===== src/rtl/rqPkg.sv =====
package rqPkg;

  typedef enum logic [1:0] {
    ADDR_SELF_IP,
    ADDR_BACK_LINK,
    ADDR_FRONT_IP,
    ADDR_FRONT_LINK
  } addrSel_e;

  typedef enum logic [2:0] {
    S_FREE,
    S_ENQ_IP,
    S_ENQ_LINK,
    S_DEQ_IP,
    S_DEQ_LINK
  } ctrlState_e;

  // strobes from control to datapath
  typedef struct packed {
    logic     latchCmd;
    addrSel_e addrSel;
    logic     memWe;
    logic     setBoth;
    logic     setBack;
    logic     setFront;
    logic     setEmpty;
    logic     capOut;
    logic     markIdle;
    logic     finish;
  } rqStrobe_t;

  localparam int unsigned IP_OFFSET   = 4;
  localparam int unsigned LINK_OFFSET = 8;

endpackage


===== src/rtl/rqDatapath.sv =====
module rqDatapath
  import rqPkg::*;
#(
  parameter int W = 16
) (
  input  logic         clk,
  input  logic         rstN,
  input  rqStrobe_t    stb,
  input  logic         cmdOp,
  input  logic [W-1:0] cmdWptr,
  input  logic [W-1:0] cmdIptr,
  input  logic [W-1:0] memRdata,
  output logic [W-1:0] memAddr,
  output logic [W-1:0] memWdata,
  output logic [W-1:0] outWptr,
  output logic [W-1:0] outIptr,
  output logic         idle,
  output logic         bothEmpty,
  output logic         curEmpty,
  output logic         curSingle
);

  localparam int NQ = 2;
  localparam logic [W-1:0] NullPtr = {1'b1, {(W-1){1'b0}}};

  logic [NQ-1:0][W-1:0] frontAll;
  logic [NQ-1:0][W-1:0] backAll;
  logic [NQ-1:0]        emptyAll;
  logic [W-1:0]         curWptr;
  logic [W-1:0]         curIptr;
  logic                 curQ;

  function automatic logic [W-1:0] slotAddr(input logic [W-1:0] p, input int unsigned off);
    return {p[W-1:1], 1'b0} - W'(off);
  endfunction

  // command latch and queue choice
  always_ff @(posedge clk) begin
    if (!rstN) begin
      curWptr <= '0;
      curIptr <= '0;
      curQ    <= 1'b0;
    end else if (stb.latchCmd) begin
      curWptr <= cmdWptr;
      curIptr <= cmdIptr;
      curQ    <= cmdOp ? emptyAll[0] : cmdWptr[0];
    end
  end

  // one front/back pair per priority
  for (genvar g = 0; g < NQ; g++) begin : gQueue
    logic [W-1:0] frontR;
    logic [W-1:0] backR;
    logic         hit;
    assign hit = (curQ == 1'(g));
    always_ff @(posedge clk) begin
      if (!rstN) begin
        frontR <= NullPtr;
        backR  <= NullPtr;
      end else if (hit) begin
        if (stb.setBoth) begin
          frontR <= curWptr;
          backR  <= curWptr;
        end else if (stb.setBack) begin
          backR  <= curWptr;
        end else if (stb.setFront) begin
          frontR <= memRdata;
        end else if (stb.setEmpty) begin
          frontR <= NullPtr;
          backR  <= NullPtr;
        end
      end
    end
    assign frontAll[g] = frontR;
    assign backAll[g]  = backR;
    assign emptyAll[g] = (frontR == NullPtr);
  end

  assign bothEmpty = &emptyAll;
  assign curEmpty  = emptyAll[curQ];
  assign curSingle = (frontAll[curQ] == backAll[curQ]);

  // address and write-data selection
  always_comb begin
    memWdata = curWptr;
    unique case (stb.addrSel)
      ADDR_SELF_IP: begin
        memAddr  = slotAddr(curWptr, IP_OFFSET);
        memWdata = curIptr;
      end
      ADDR_BACK_LINK:  memAddr = slotAddr(backAll[curQ], LINK_OFFSET);
      ADDR_FRONT_IP:   memAddr = slotAddr(frontAll[curQ], IP_OFFSET);
      ADDR_FRONT_LINK: memAddr = slotAddr(frontAll[curQ], LINK_OFFSET);
      default:         memAddr = '0;
    endcase
  end

  // result registers
  always_ff @(posedge clk) begin
    if (!rstN) begin
      outWptr <= NullPtr;
      outIptr <= '0;
      idle    <= 1'b0;
    end else begin
      if (stb.markIdle) begin
        idle    <= 1'b1;
        outWptr <= NullPtr;
      end else if (stb.latchCmd) begin
        idle    <= 1'b0;
      end
      if (stb.capOut) begin
        outWptr <= frontAll[curQ];
        outIptr <= memRdata;
      end
    end
  end

endmodule


===== src/rtl/rqControl.sv =====
module rqControl
  import rqPkg::*;
(
  input  logic      clk,
  input  logic      rstN,
  input  logic      cmdValid,
  input  logic      cmdOp,
  input  logic      memAck,
  input  logic      bothEmpty,
  input  logic      curEmpty,
  input  logic      curSingle,
  output rqStrobe_t stb,
  output logic      memReq,
  output logic      busy,
  output logic      doneValid
);

  ctrlState_e state, stateNext;

  always_comb begin
    stb       = '0;
    stb.addrSel = ADDR_SELF_IP;
    memReq    = 1'b0;
    stateNext = state;
    unique case (state)
      S_FREE: begin
        if (cmdValid) begin
          if (!cmdOp) begin
            stb.latchCmd = 1'b1;
            stateNext    = S_ENQ_IP;
          end else if (bothEmpty) begin
            stb.markIdle = 1'b1;
            stb.finish   = 1'b1;
          end else begin
            stb.latchCmd = 1'b1;
            stateNext    = S_DEQ_IP;
          end
        end
      end
      S_ENQ_IP: begin
        memReq      = 1'b1;
        stb.memWe   = 1'b1;
        stb.addrSel = ADDR_SELF_IP;
        if (memAck) begin
          if (curEmpty) begin
            stb.setBoth = 1'b1;
            stb.finish  = 1'b1;
            stateNext   = S_FREE;
          end else begin
            stateNext   = S_ENQ_LINK;
          end
        end
      end
      S_ENQ_LINK: begin
        memReq      = 1'b1;
        stb.memWe   = 1'b1;
        stb.addrSel = ADDR_BACK_LINK;
        if (memAck) begin
          stb.setBack = 1'b1;
          stb.finish  = 1'b1;
          stateNext   = S_FREE;
        end
      end
      S_DEQ_IP: begin
        memReq      = 1'b1;
        stb.addrSel = ADDR_FRONT_IP;
        if (memAck) begin
          stb.capOut = 1'b1;
          if (curSingle) begin
            stb.setEmpty = 1'b1;
            stb.finish   = 1'b1;
            stateNext    = S_FREE;
          end else begin
            stateNext    = S_DEQ_LINK;
          end
        end
      end
      S_DEQ_LINK: begin
        memReq      = 1'b1;
        stb.addrSel = ADDR_FRONT_LINK;
        if (memAck) begin
          stb.setFront = 1'b1;
          stb.finish   = 1'b1;
          stateNext    = S_FREE;
        end
      end
      default: stateNext = S_FREE;
    endcase
  end

  always_ff @(posedge clk) begin
    if (!rstN) begin
      state     <= S_FREE;
      doneValid <= 1'b0;
    end else begin
      state     <= stateNext;
      doneValid <= stb.finish;
    end
  end

  assign busy = (state != S_FREE);

endmodule


===== src/rtl/procQueueMgr.sv =====
module procQueueMgr
  import rqPkg::*;
#(
  parameter int W = 16
) (
  input  logic         clk,
  input  logic         rstN,
  input  logic         cmdValid,
  input  logic         cmdOp,
  input  logic [W-1:0] cmdWptr,
  input  logic [W-1:0] cmdIptr,
  output logic         busy,
  output logic         doneValid,
  output logic         idle,
  output logic [W-1:0] outWptr,
  output logic [W-1:0] outIptr,
  output logic         memReq,
  output logic         memWe,
  output logic [W-1:0] memAddr,
  output logic [W-1:0] memWdata,
  input  logic         memAck,
  input  logic [W-1:0] memRdata
);

  rqStrobe_t stb;
  logic      bothEmpty;
  logic      curEmpty;
  logic      curSingle;

  rqControl uCtrl (
    .clk       (clk),
    .rstN      (rstN),
    .cmdValid  (cmdValid),
    .cmdOp     (cmdOp),
    .memAck    (memAck),
    .bothEmpty (bothEmpty),
    .curEmpty  (curEmpty),
    .curSingle (curSingle),
    .stb       (stb),
    .memReq    (memReq),
    .busy      (busy),
    .doneValid (doneValid)
  );

  rqDatapath #(.W(W)) uData (
    .clk       (clk),
    .rstN      (rstN),
    .stb       (stb),
    .cmdOp     (cmdOp),
    .cmdWptr   (cmdWptr),
    .cmdIptr   (cmdIptr),
    .memRdata  (memRdata),
    .memAddr   (memAddr),
    .memWdata  (memWdata),
    .outWptr   (outWptr),
    .outIptr   (outIptr),
    .idle      (idle),
    .bothEmpty (bothEmpty),
    .curEmpty  (curEmpty),
    .curSingle (curSingle)
  );

  assign memWe = stb.memWe;

endmodule


===== config.mk =====
export PLATFORM = sky130hd
export DESIGN_NAME = procQueueMgr
export DESIGN_NICKNAME = d
export VERILOG_FILES = /design/src/rtl/rqPkg.sv /design/src/rtl/rqDatapath.sv /design/src/rtl/rqControl.sv /design/src/rtl/procQueueMgr.sv
export SDC_FILE = /design/constraint.sdc
export NUM_CORES = 1
export LEC_CHECK = 0
export ABC_CLOCK_PERIOD_IN_PS = 5440
export BUFFER_PORTS_ARGS = -buffer_cell sky130_fd_sc_hd__buf_2
export CAP_MARGIN = 20
export CORE_ASPECT_RATIO = 0.9
export CORE_MARGIN = 3
export CORE_UTILIZATION = 55
export DETAILED_ROUTE_END_ITERATION = 10
export PLACE_DENSITY = 0.84
export REMOVE_ABC_BUFFERS = 1
export SLEW_MARGIN = 0
export SYNTH_ARGS = -nofsm -noshare
export SYNTH_HDL_FRONTEND = slang
export SYNTH_SLANG_ARGS = --single-unit

===== constraint.sdc =====
create_clock -name clk -period 5.44 [get_ports clk]
set_clock_uncertainty 0.2 [all_clocks]
set_input_delay 0.544 -clock clk [delete_from_list [all_inputs] [get_ports clk]]
set_output_delay 0.544 -clock clk [all_outputs]
set_load 0.01 [all_outputs]

Word level (Yosys, flattened, before mapping)
Cells that the tools add are included.
Widths: inputs -> output; s select.
Storage, ports and cells
  register bits: 134
  logic and storage cells: 102
Operators by class
  add/subtract/negate cells: 4
  $lt $le $gt $ge: 1
  equal/unequal tests: 17
  mux-type cells: 51
  bitwise operators: 1
  reductions and logical operators: 16
Operators with widths (number)
  $mux 16: 14
  $pmux 16 s4: 1
  $eq 16x16->1 const B: 2
  $sub 16x3->16 const B: 2
  $sub 16x4->16 const B: 2
  $mux 3: 7
  $mux 1: 20
  $eq 16x16->1: 1
  $mux 2: 6
  $pmux 3 s4: 1
  $reduce_and 3->1: 4
  $reduce_bool 3->1: 3
  $eq 3x2->1 const B: 2
  $ne 2x2->1 const B: 3
  $pmux 2 s3: 1
  $reduce_and 5->1: 1
  $eq 2x2->1 const B: 2
  $ne 2x1->1 const B: 2
  $pmux 1 s4: 1
  $reduce_bool 2->1: 2
  $reduce_or 2->1: 2
  $reduce_or 4->1: 1
  $eq 3x1->1 const B: 1
  $eq 3x3->1 const B: 1
  8 further kinds: 8

Logic depth before layout (Yosys ltp)
Gate-level depths: netlist of the first run.
  depth after elaboration: 10
  depth in mapped cells: 11
  mapped depth without buffers: 9

Cells and area by module
A second synthesis of the first run with hierarchy kept.
Unflattened totals
  cell total of the unflattened synthesis: 801
  area total of the unflattened synthesis: 7330.8 µm²
By module, submodules not included
  rqDatapath: instances 1, cells each 756, area an instance 6957.9 µm², seq. area each 2602.5 µm²
  rqControl: instances 1, cells each 45, area an instance 372.9 µm², seq. area each 80.1 µm²

Worst setup path before layout of the first run
OpenSTA, ideal clock, no wires.
  path kind: flip-flop to output port
  from: register uCtrl.state[0]
  to: output port memAddr[11]
  data arrival time: 2537 ps
  data required time: 4696 ps
  slack: 2159 ps
  cell stages (with the launch flop): 11
  cells stage by stage: dfxtp_1 > buf_2 > or3b_1 > buf_2 > mux2i_1 > ha_1 > inv_1 > a211oi_1 > nand3_1 > mux2i_1 > a211oi_1
On the way
  longest elaborated chain between the ends: 4
RTL lines
  from (decl): line rqControl.sv:18  | ctrlState_e state, stateNext;
  from (signal assigned): line rqControl.sv:96  | state <= stateNext;
  $eq 3x3->1 / $eq 3x2->1 (equally long branches): line rqControl.sv:25  | unique case (state)
  $pmux 2 s3 (*): line rqControl.sv:25
  $eq 2x2->1, or another cell as far along: line rqDatapath.sv:86  | unique case (stb.addrSel)
  $pmux 16 s4 (*): line rqDatapath.sv:86
  to (decl): line procQueueMgr.sv:19  | output logic [W-1:0] memAddr,
Every way passes the cells marked *; elsewhere a longest branch is shown, timed or not.

Worst setup path after layout of the first run
  from: register uCtrl.state[1]
  to: output port memAddr[11]
Same word-level chain as after synthesis.

==> results of run 1 <==
## cell families (layout without fill, tap and decap cells)
| kind of cell | after synthesis | after routing |
|---|---|---|
| AND/OR/NAND/NOR | 283 | 283 |
| XOR/XNOR | 56 | 56 |
| multiplexers | 68 | 68 |
| other | 1 | 1 |
| adder cells (fa/ha/maj) | 2 | 2 |
| AO/OA/AOI/OAI | 214 | 214 |
| flip-flops | 134 | 134 |
| buffers and inverters | 83 | 178 |
## state kept, by name (all words and copies together) (netlist names)
register             count
uData.gQueue.backR      32
uData.outWptr           16
uData.outIptr           16
uCtrl.state              3
uData.gQueue.frontR     32
uCtrl.doneValid          1
uData.curQ               1
uData.curIptr           16
uData.idle               1
uData.curWptr           16
## worst reg2reg max path: stages (launching register included)
cell and delay (ps):
dfxtp_2 700, buf_4 490, nand2_1 90, or4_4 470
a211oi_4 450, o21ba_1 650, o32a_1 280
## report_power, final
group	total (mW)	internal (mW)	switching [mW]	leakage (nW)
Clock	1.26	0.778	0.478	0.303
Sequential	1.61	1.21	0.403	1.09
Combinational	2.92	1.16	1.76	2.22
## cell type report
| cell class | instances | area, um2 | area share |
|---|---|---|---|
| Clock buffer | 17 | 425 | 0.0494 |
| Clock inverter | 15 | 215 | 0.0250 |
| Inverter | 15 | 56.3 | 0.00654 |
| Multi-Input combinational cell | 624 | 4320 | 0.501 |
| Sequential cell | 134 | 2680 | 0.312 |
| Tap cell | 164 | 205 | 0.0238 |
| Timing Repair Buffer | 131 | 709 | 0.0824 |
## worst min-delay path by stage
| stage | start | endpoint | cells past startpoint | slack, ps |
|---|---|---|---|---|
| floorplan | uData.curIptr[0] | uData.curIptr[0] | 2 | 240 |
| detailed placement | uData.outIptr[15] | uData.outIptr[15] | 2 | 250 |
| finish | cmdWptr[3] | uData.curWptr[3] | 3 | 160 |
| global route | cmdWptr[2] | uData.curWptr[2] | 3 | 150 |
| global placement | uData.outIptr[1] | uData.outIptr[1] | 2 | 250 |
| CTS | cmdWptr[3] | uData.curWptr[3] | 3 | 140 |
## cells in the final DEF (no fill, tap or decap), types with 5 or more instances in the layout
cell       count
a21boi_0      52
a21oi_1       16
a22o_1        46
a31oi_1       15
and2_1         6
buf_2        120
buf_4          9
clkbuf_16     17
dfxtp_1      133
inv_1         14
inv_6          5
mux2_2        30
mux2i_1       37
nand2_1      131
nand3_1       19
nand4_1        8
nor2_1        43
nor2b_1       15
nor3_1        18
nor3b_1        6
nor4_1        14
o21ai_0       10
o22ai_1        5
o32a_1        30
xnor2_1       20
xor2_1        35
## layer usage
layer | vias up | track usage | part of all wire
met5 | - | 0 | 0
met4 | 0 | 0.122 | 0.031
met3 | 59 | 0.0825 | 0.085
met2 | 348 | 0.457 | 0.45
met1 | 3312 | 0.393 | 0.44
li1 | 3224 | - | -
==> metrics.cfg, run 1 <==
[critical_path]
crit_path_start_kind=flip-flop
r2r_slack_ps=2060
critical_path_required_ps=4700
cp_cell_sequence=or3b_1, mux2i_1, ha_1, inv_1, a211oi_1, nand3_1, mux2i_1, a211oi_1, buf_2
cp_max_fo=22
critPathSlowestCell=dfxtp_1
crit_path_end=memAddr[11]
setup.worst_path.class=reg -> out
cp_num_buf_inv=2
crit_path_start=uCtrl.state[1]
max_stage_delay_ps=760
cp_top_family=compound AO/OA/AOI/OAI gates
r2r_start=uData.curQ
worstPathArrival_ps=3840
crit_cells=9
rr_endpoint=uData.gQueue[0].frontR[5]
end_kind=output port
worstRegToRegCells=6

[die]
core_um2=12900
boundaryPins=122
initial_utilization=0.571
dieWidth_um=128
fp.dieArea_um2=14900
num_rows=39
die_h_um=116

[grt]
grt_pass1_vias=6476
antenna_found_initial=0
gr-total-overflow=0
grt_pass1_wl_mm=34.3
grt_max_degree=72
track_usage=0.296

[timing]
setup_ws_ps=857
hold_viol=0
whs_ps=157
fin_crit_ps=4580
fin_crit_sh=0.842
worst_slew_pin_slew_ps=1100
tns_ps=0
setup_viol=0
maxSlewViolCount=0
rsz0062_at_grt=false
slew_headroom=0.265
clock.fmax_ghz=0.218

[detailed_routing]
drt_pass1_iterations=8
wl_per_cell_um=20.0
ant_nets=0
vias=6943
drt-total-wl_mm=22.0
drt_iter0_drc=733
drc=0
avgViaCountPerCell=6.31

[logic_synthesis]
synth.distinct_cells=70
synthFlopType=dfxtp_1
synth_xor_area_frac=0.0674
async_flop_share=0
yosysWarnings=0
synth-seq-cells=134
ys_top_cells_by_area=dfxtp_1, nand2_1, a22o_1, a21boi_0, mux2i_1
synth_compound_area_frac=0.233
synthSimpleGateAreaFrac=0.182
synth_top_area_frac=0.363
synthAdderAreaFrac=0.00339
yosys.cell_count.top_type=dfxtp_1
synth_top_family_by_area=compound AO/OA/AOI/OAI gates
synth_area_um2=7390
yosys.area.top_type=dfxtp_1
netlist_instances=841
synth_mux_area_frac=0.0979
ys_seq_area_frac=0.363
synth_edf_count=0
syn_avg_cell_area_um2=8.79
netlist_top_cells_count=dfxtp_1, nand2_1, a21boi_0, a22o_1, nor2_1

[flow_run]
maxCapViolations=0

[placed_design]
place_inst=1066
dpl_cell_area_um2=7930
port_buffers=120
place_ws_ps=1450
gp_congestion=0.967
dp.final_hpwl_mm=15.5

[clock_network]
cts.path.max_buffers=2
cts_htree_levels=4
cts_tree=built
numCtsBuffers=17
clock_latency_ps=430
cts_setup_buffers=0
clkSlewWorstSetupHoldPaths_ps=60
cts-root-buf=clkbuf_16
cts_resized=0
cts.sinks=134
postCtsHoldBufs=0

[layout]
instances_no_fill=1100
syn_to_final_growth_pct=16.6
nets=978
antenna_cells=0
stdcell_area_um2=8610
nFillCells=1058
fin_util=0.666
drive_gt1_frac=0.222

[pwr]
finalPower_mw=5.79
ir_worst_vdd_mv=0.368
p_per_area_nw_per_um2=672
power_leakage_nw=3.61

[hold_path]
hp-class=in -> reg

[outcome]
outcome=completed

Power figures use the tool's default switching activity.
==> run 2, diff against run 1 <==
- ABC_CLOCK_PERIOD_IN_PS: 5440 -> 3690
- CORE_UTILIZATION: 55 -> 52
- PLACE_DENSITY: 0.84 -> 0.83
- clock period: 5.44 -> 3.69 ns (I/O delays scaled with it)
==> run 2 against run 1 <==
  * Non-clock buffer count rose by 53
  * Via count grew 5.2%
  * Sequential cell count stayed put
  * Routed wire length is 7.8% higher
  * Worst hold slack got worse by 150 ps
  * Total power increased by 53%
  * Global-route usage is 0.29 points lower
  * Combinational power up 61%
  * Clock power grew 44%
  * Sequential power grew 45%
  * Design area rose by 6.4%
  * Critical path type unchanged
  * Largest cell class unchanged
==> metrics.cfg, run 2 (synthesis gave the netlist of run 1 again) <==
[outcome]
outcome=completed

[die]
num_rows=40  ; +2.6%
initial_utilization=0.543  ; -0.0286
fp.dieArea_um2=15700  ; +5.5%
die_h_um=119  ; +2.7%
dieWidth_um=132  ; +2.7%
boundaryPins=122  ; unchanged
core_um2=13600  ; +5.3%

[placed_design]
dpl_cell_area_um2=8100  ; +2.1%
gp_congestion=0.972  ; +0.54%
dp.final_hpwl_mm=16.2  ; +4.0%
place_ws_ps=224  ; -1220 ps
port_buffers=120  ; unchanged
place_inst=1109  ; +4.0%

[clock_network]
clock_latency_ps=430  ; about the same
cts.sinks=134  ; unchanged
cts_htree_levels=4  ; unchanged
numCtsBuffers=17  ; unchanged
cts-root-buf=clkbuf_16
clkSlewWorstSetupHoldPaths_ps=60  ; about the same
cts.path.max_buffers=2  ; unchanged
cts_tree=built

[pwr]
power_leakage_nw=3.86  ; +6.9%
finalPower_mw=8.84  ; +53%
ir_worst_vdd_mv=0.532  ; +44%
p_per_area_nw_per_um2=964  ; +43%

[timing]
setup_ws_ps=84.5  ; -773 ps
setup_viol=0  ; unchanged
clock.fmax_ghz=0.277
maxSlewViolCount=0  ; unchanged
worst_slew_pin_slew_ps=865  ; -238 ps
fin_crit_ps=3610
slew_headroom=0.417  ; +0.152
hold_viol=0  ; unchanged
fin_crit_sh=0.977

[layout]
fin_util=0.674  ; +0.00735
nFillCells=1074  ; +1.5%
drive_gt1_frac=0.248  ; +0.0260
reg_top3=uData.gQueue.backR x32, uData.gQueue.frontR x32
stdcell_area_um2=9170  ; +6.4%
instances_no_fill=1176  ; +6.9%
layout_common_cells=dfxtp_1, nand2_1, buf_2
syn_to_final_growth_pct=24.1
nets=1031  ; +5.4%
antenna_cells=0  ; unchanged
final_common_cell=dfxtp_1

[detailed_routing]
drt_pass1_iterations=8  ; unchanged
wl_per_cell_um=20.1  ; +0.85%
ant_nets=0  ; unchanged
drc=0  ; unchanged
drt-total-wl_mm=23.7  ; +7.8%
vias=7306  ; +5.2%
drt_iter0_drc=882  ; +20%
avgViaCountPerCell=6.21  ; -1.6%

[grt]
track_usage=0.293  ; -0.00292
gr-total-overflow=0  ; unchanged
grt_pass1_vias=6907  ; +6.7%
grt_max_degree=68  ; -5.6%
grt_pass1_wl_mm=36.9  ; +7.5%
antenna_found_initial=0  ; unchanged

[critical_path]
max_stage_delay_ps=560  ; -200 ps
crit_path_start_kind=flip-flop
cp_cell_sequence=buf_4, buf_4, mux2i_1, o211ai_1, a2111oi_1, xnor2_1, nor3_1, a211oi_1, buf_2
end_kind=output port
path_common_cell=buf_4
cp_max_fo=8  ; -64%
r2r_start=uData.gQueue[1].frontR[6]
setup.worst_path.class=reg -> out
critical_path_required_ps=3120  ; -1580 ps
crit_path_start=uData.curQ
critPathSlowestCell=a2111oi_1
worstPathArrival_ps=3040  ; -800 ps

[flow_run]
maxCapViolations=0  ; unchanged

[hold_path]
hold_start=cmdWptr[6]
hp-class=in -> reg

[run 2: cell count changes in the layout (fill, tap and decap cells not counted), sizes merged]
cell	delta
clkinv	+2
dlygate4sd3	+29
buf	+25
clkinvlp	-1
clkbuf	+1
inv	-5
[run 2: cell type report]
cell class	instances	area [um2]	share of cell area
repair buffers	184	1170	0.127
inverters	15	56.3	0.00614
well taps	189	236	0.0258
flip-flops and latches	134	2690	0.293
multi-input cells	624	4390	0.479
clock inverters	11	175	0.0191
clock buffers	19	453	0.0494
[run 2: critical path, delay by kind of cell (launching register included)]
family / cells / cell delay, ps
buf+inv: 3 / 450
compound gates: 3 / 1100
flops: 1 / 410
xor+xnor: 1 / 170
simple gates: 1 / 60
mux: 1 / 410
[run 2: power by group]
| part | total, mW | switching [mW] | internal (mW) |
|---|---|---|---|
| combinational | 4.69 | 2.78 | 1.90 |
| clock | 1.82 | 0.655 | 1.16 |
| sequential | 2.33 | 0.545 | 1.79 |
| total | 8.84 | 3.98 | 4.85 |
[run 2: path summary, 6_finish.rpt]
kind / to / slack [ps] / cells after the start
min: uData.curWptr[6] / 3 / 3
max: memAddr[11] / 80 / 9
max reg2reg: uData.curWptr[14] / 600 / 6
min reg2reg: uData.idle / 260 / 2
[run 2: per-stage QoR]
stage / setup TNS, ps / hold WS (ps)
global route: -41.4 / 13.3
global placement: 0 / 249
CTS: 0 / 0.153
floorplan: -2780 / 231
finish: 0 / 2.77
detailed placement: 0 / 255
[run 2: repair_timing]
action / in CTS / in global routing
pin swaps: 0 / 1
hold buffers: 29 / 0
setup buffers: 0 / 8
resized for setup: 6 / 13
endpoints found under the hold margin: 29 / 0
endpoints found under the setup margin: 8 / 6
[run 2: routing by layer]
layer,share of wire,GRT usage,vias up
li1,-,-,3320
met4,0.037,0.107,0
met5,0,0,-
met3,0.11,0.0866,78
met2,0.45,0.475,454
met1,0.40,0.373,3454
==> run 3, diff against run 2 <==
- ABC_CLOCK_PERIOD_IN_PS: 3690 -> 3200
- PLACE_DENSITY: 0.83 -> 0.73
- clock period: 3.69 -> 3.2 ns (I/O delays scaled with it)
==> run 3 against run 2 <==
  * The run now ends with negative setup slack left
  * Sequential share of layout area decreased by 1.9 points
  * Sequential power rose by 12%
  * Core utilization grew 4.9 points
  * Clock power up 14%
  * Die area did not move
  * Highest routed layer unchanged
  * Design area rose by 7.3%
  * Largest cell class unchanged
  * Critical path depth is the same
  * Count of clock-buffer cells in the layout increased by 2
==> metrics.cfg, run 3 (synthesis gave the netlist of run 1 again) <==
[timing]
hold_viol=0  ; unchanged
fin_crit_sh=1.06
setup_ws_ps=-187  ; -272 ps
maxSlewViolCount=0  ; unchanged
worst_slew_pin_slew_ps=800  ; -65.1 ps
fin_crit_ps=3390
whs_ps=58.0  ; +55.2 ps
rsz0062_at_grt=true
clock.fmax_ghz=0.295
setup_viol=7  ; +7
slew_headroom=0.466  ; +0.0494

[critical_path]
cp_top_family=simple AND/OR/NAND/NOR gates
end_kind=output port
cp_cell_sequence=mux2_4, mux2i_4, ha_4, nor3b_4, or4b_4, xnor2_2, o21ai_1, o22ai_1, buf_2
worstPathArrival_ps=2870  ; -170 ps
cp_num_buf_inv=1  ; -2
cp_max_fo=6  ; -2
critical_path_required_ps=2680  ; -440 ps
crit_path_start_kind=flip-flop
critPathSlowestCell=or4b_4
setup.worst_path.class=reg -> out
max_stage_delay_ps=510  ; -50 ps

[layout]
syn_to_final_growth_pct=33.2
reg_top3=uData.gQueue.backR x32, uData.gQueue.frontR x32
nets=1086  ; +5.3%
antenna_cells=0  ; unchanged
nFillCells=1066  ; -0.74%
drive_gt1_frac=0.294  ; +0.0458
final_common_cell=nand2_1
layout_common_cells=nand2_1, dfxtp_1, buf_2
fin_util=0.723  ; +0.0493

[grt]
grt_pass1_wl_mm=38.7  ; +4.8%
antenna_found_initial=0  ; unchanged
gr-total-overflow=0  ; unchanged
track_usage=0.309  ; +0.0161
grt_pass1_vias=7152  ; +3.5%
grt_max_degree=44  ; -35%

[die]
core_um2=13600  ; unchanged
fp.dieArea_um2=15700  ; unchanged
dieWidth_um=132  ; unchanged
die_h_um=119  ; unchanged
num_rows=40  ; unchanged
boundaryPins=122  ; unchanged
initial_utilization=0.543  ; unchanged

[detailed_routing]
wl_per_cell_um=19.9  ; -1.3%
ant_nets=0  ; unchanged
drt_iter0_drc=761  ; -14%
drt_pass1_iterations=5  ; -3
drt-total-wl_mm=24.5  ; +3.5%
avgViaCountPerCell=5.95  ; -4.2%
drc=0  ; unchanged
vias=7337  ; +0.42%

[clock_network]
cts.path.max_buffers=2  ; unchanged
cts_tree=built
cts-root-buf=clkbuf_16
clock_latency_ps=430  ; about the same
cts_htree_levels=4  ; unchanged
numCtsBuffers=17  ; unchanged
cts.sinks=134  ; unchanged
clkSlewWorstSetupHoldPaths_ps=60  ; about the same

[placed_design]
port_buffers=120  ; unchanged
place_ws_ps=9.80  ; -215 ps
gp_congestion=0.965  ; -0.77%
dp.final_hpwl_mm=16.6  ; +2.9%

[hold_path]
hp-class=in -> reg

[flow_run]
maxCapViolations=0  ; unchanged

[outcome]
violations=negative setup slack
outcome=finished, violations left

[pwr]
ir_worst_vdd_mv=0.554  ; +4.1%
finalPower_mw=10.8  ; +22%
p_per_area_nw_per_um2=1100  ; +14%
power_leakage_nw=4.17  ; +8.0%

-- run 3: layer usage --
metal	GRT usage	vias to the layer above	routed length [um]	share of wire
li1	-	3428	-	-
met1	0.400	3484	10500	0.43
met2	0.503	361	11500	0.47
met3	0.0693	64	1800	0.074
met4	0.127	0	762	0.031
met5	0	-	0	0
-- run 3: area by class of cell --
class / count / area (um2) / share of cell area
Tap cell: 189 / 236 / 0.0240
Sequential cell: 134 / 2690 / 0.274
Clock buffer: 21 / 470 / 0.0478
Timing Repair Buffer: 239 / 1650 / 0.168
Multi-Input combinational cell: 624 / 4580 / 0.466
Clock inverter: 11 / 149 / 0.0151
Inverter: 15 / 56.3 / 0.00572
-- run 3: timing repair --
item | CTS | global route
cloned | 0 | 0
setup endpoints to repair | 11 | 11
buffers inserted | 10 | 7
endpoints found under the hold margin | 49 | 0
resized for setup | 30 | 30
hold buffers | 49 | 0
pin swaps | 5 | 8
-- run 3: power breakdown --
group          internal, mW  switching (mW)  total [mW]
Clock                  1.29           0.778        2.07
Sequential             2.06           0.538        2.60
Combinational          2.63            3.49        6.11
-- run 3: final timing paths --
check | slack (ps) | endpoint | depth (start not counted) | start
max | -190 | memAddr[10] | 9 | uData.curQ
min | 60 | uData.idle | 4 | cmdValid
min reg2reg | 260 | uData.outIptr[0] | 2 | uData.outIptr[0]
max reg2reg | 320 | uData.gQueue[1].backR[9] | 7 | uData.gQueue[1].frontR[2]
-- run 3: metrics by stage --
step	TNS, ps	std cells	instance area, um2
finish	-882	1233	9840
CTS	-508	1226	9620
detailed placement	0	1135	8320
floorplan	-22650	773	7060
global route	-1480	1233	9840
global placement	0	1135	8320
-- run 3: worst reg2reg max path, stage by stage (launching register included) --
cell	delay, ps
dfxtp_1	530
xnor2_1	240
nand4_1	130
or4_4	580
a211oi_4	330
buf_4	210
o21bai_2	270
a22o_1	280
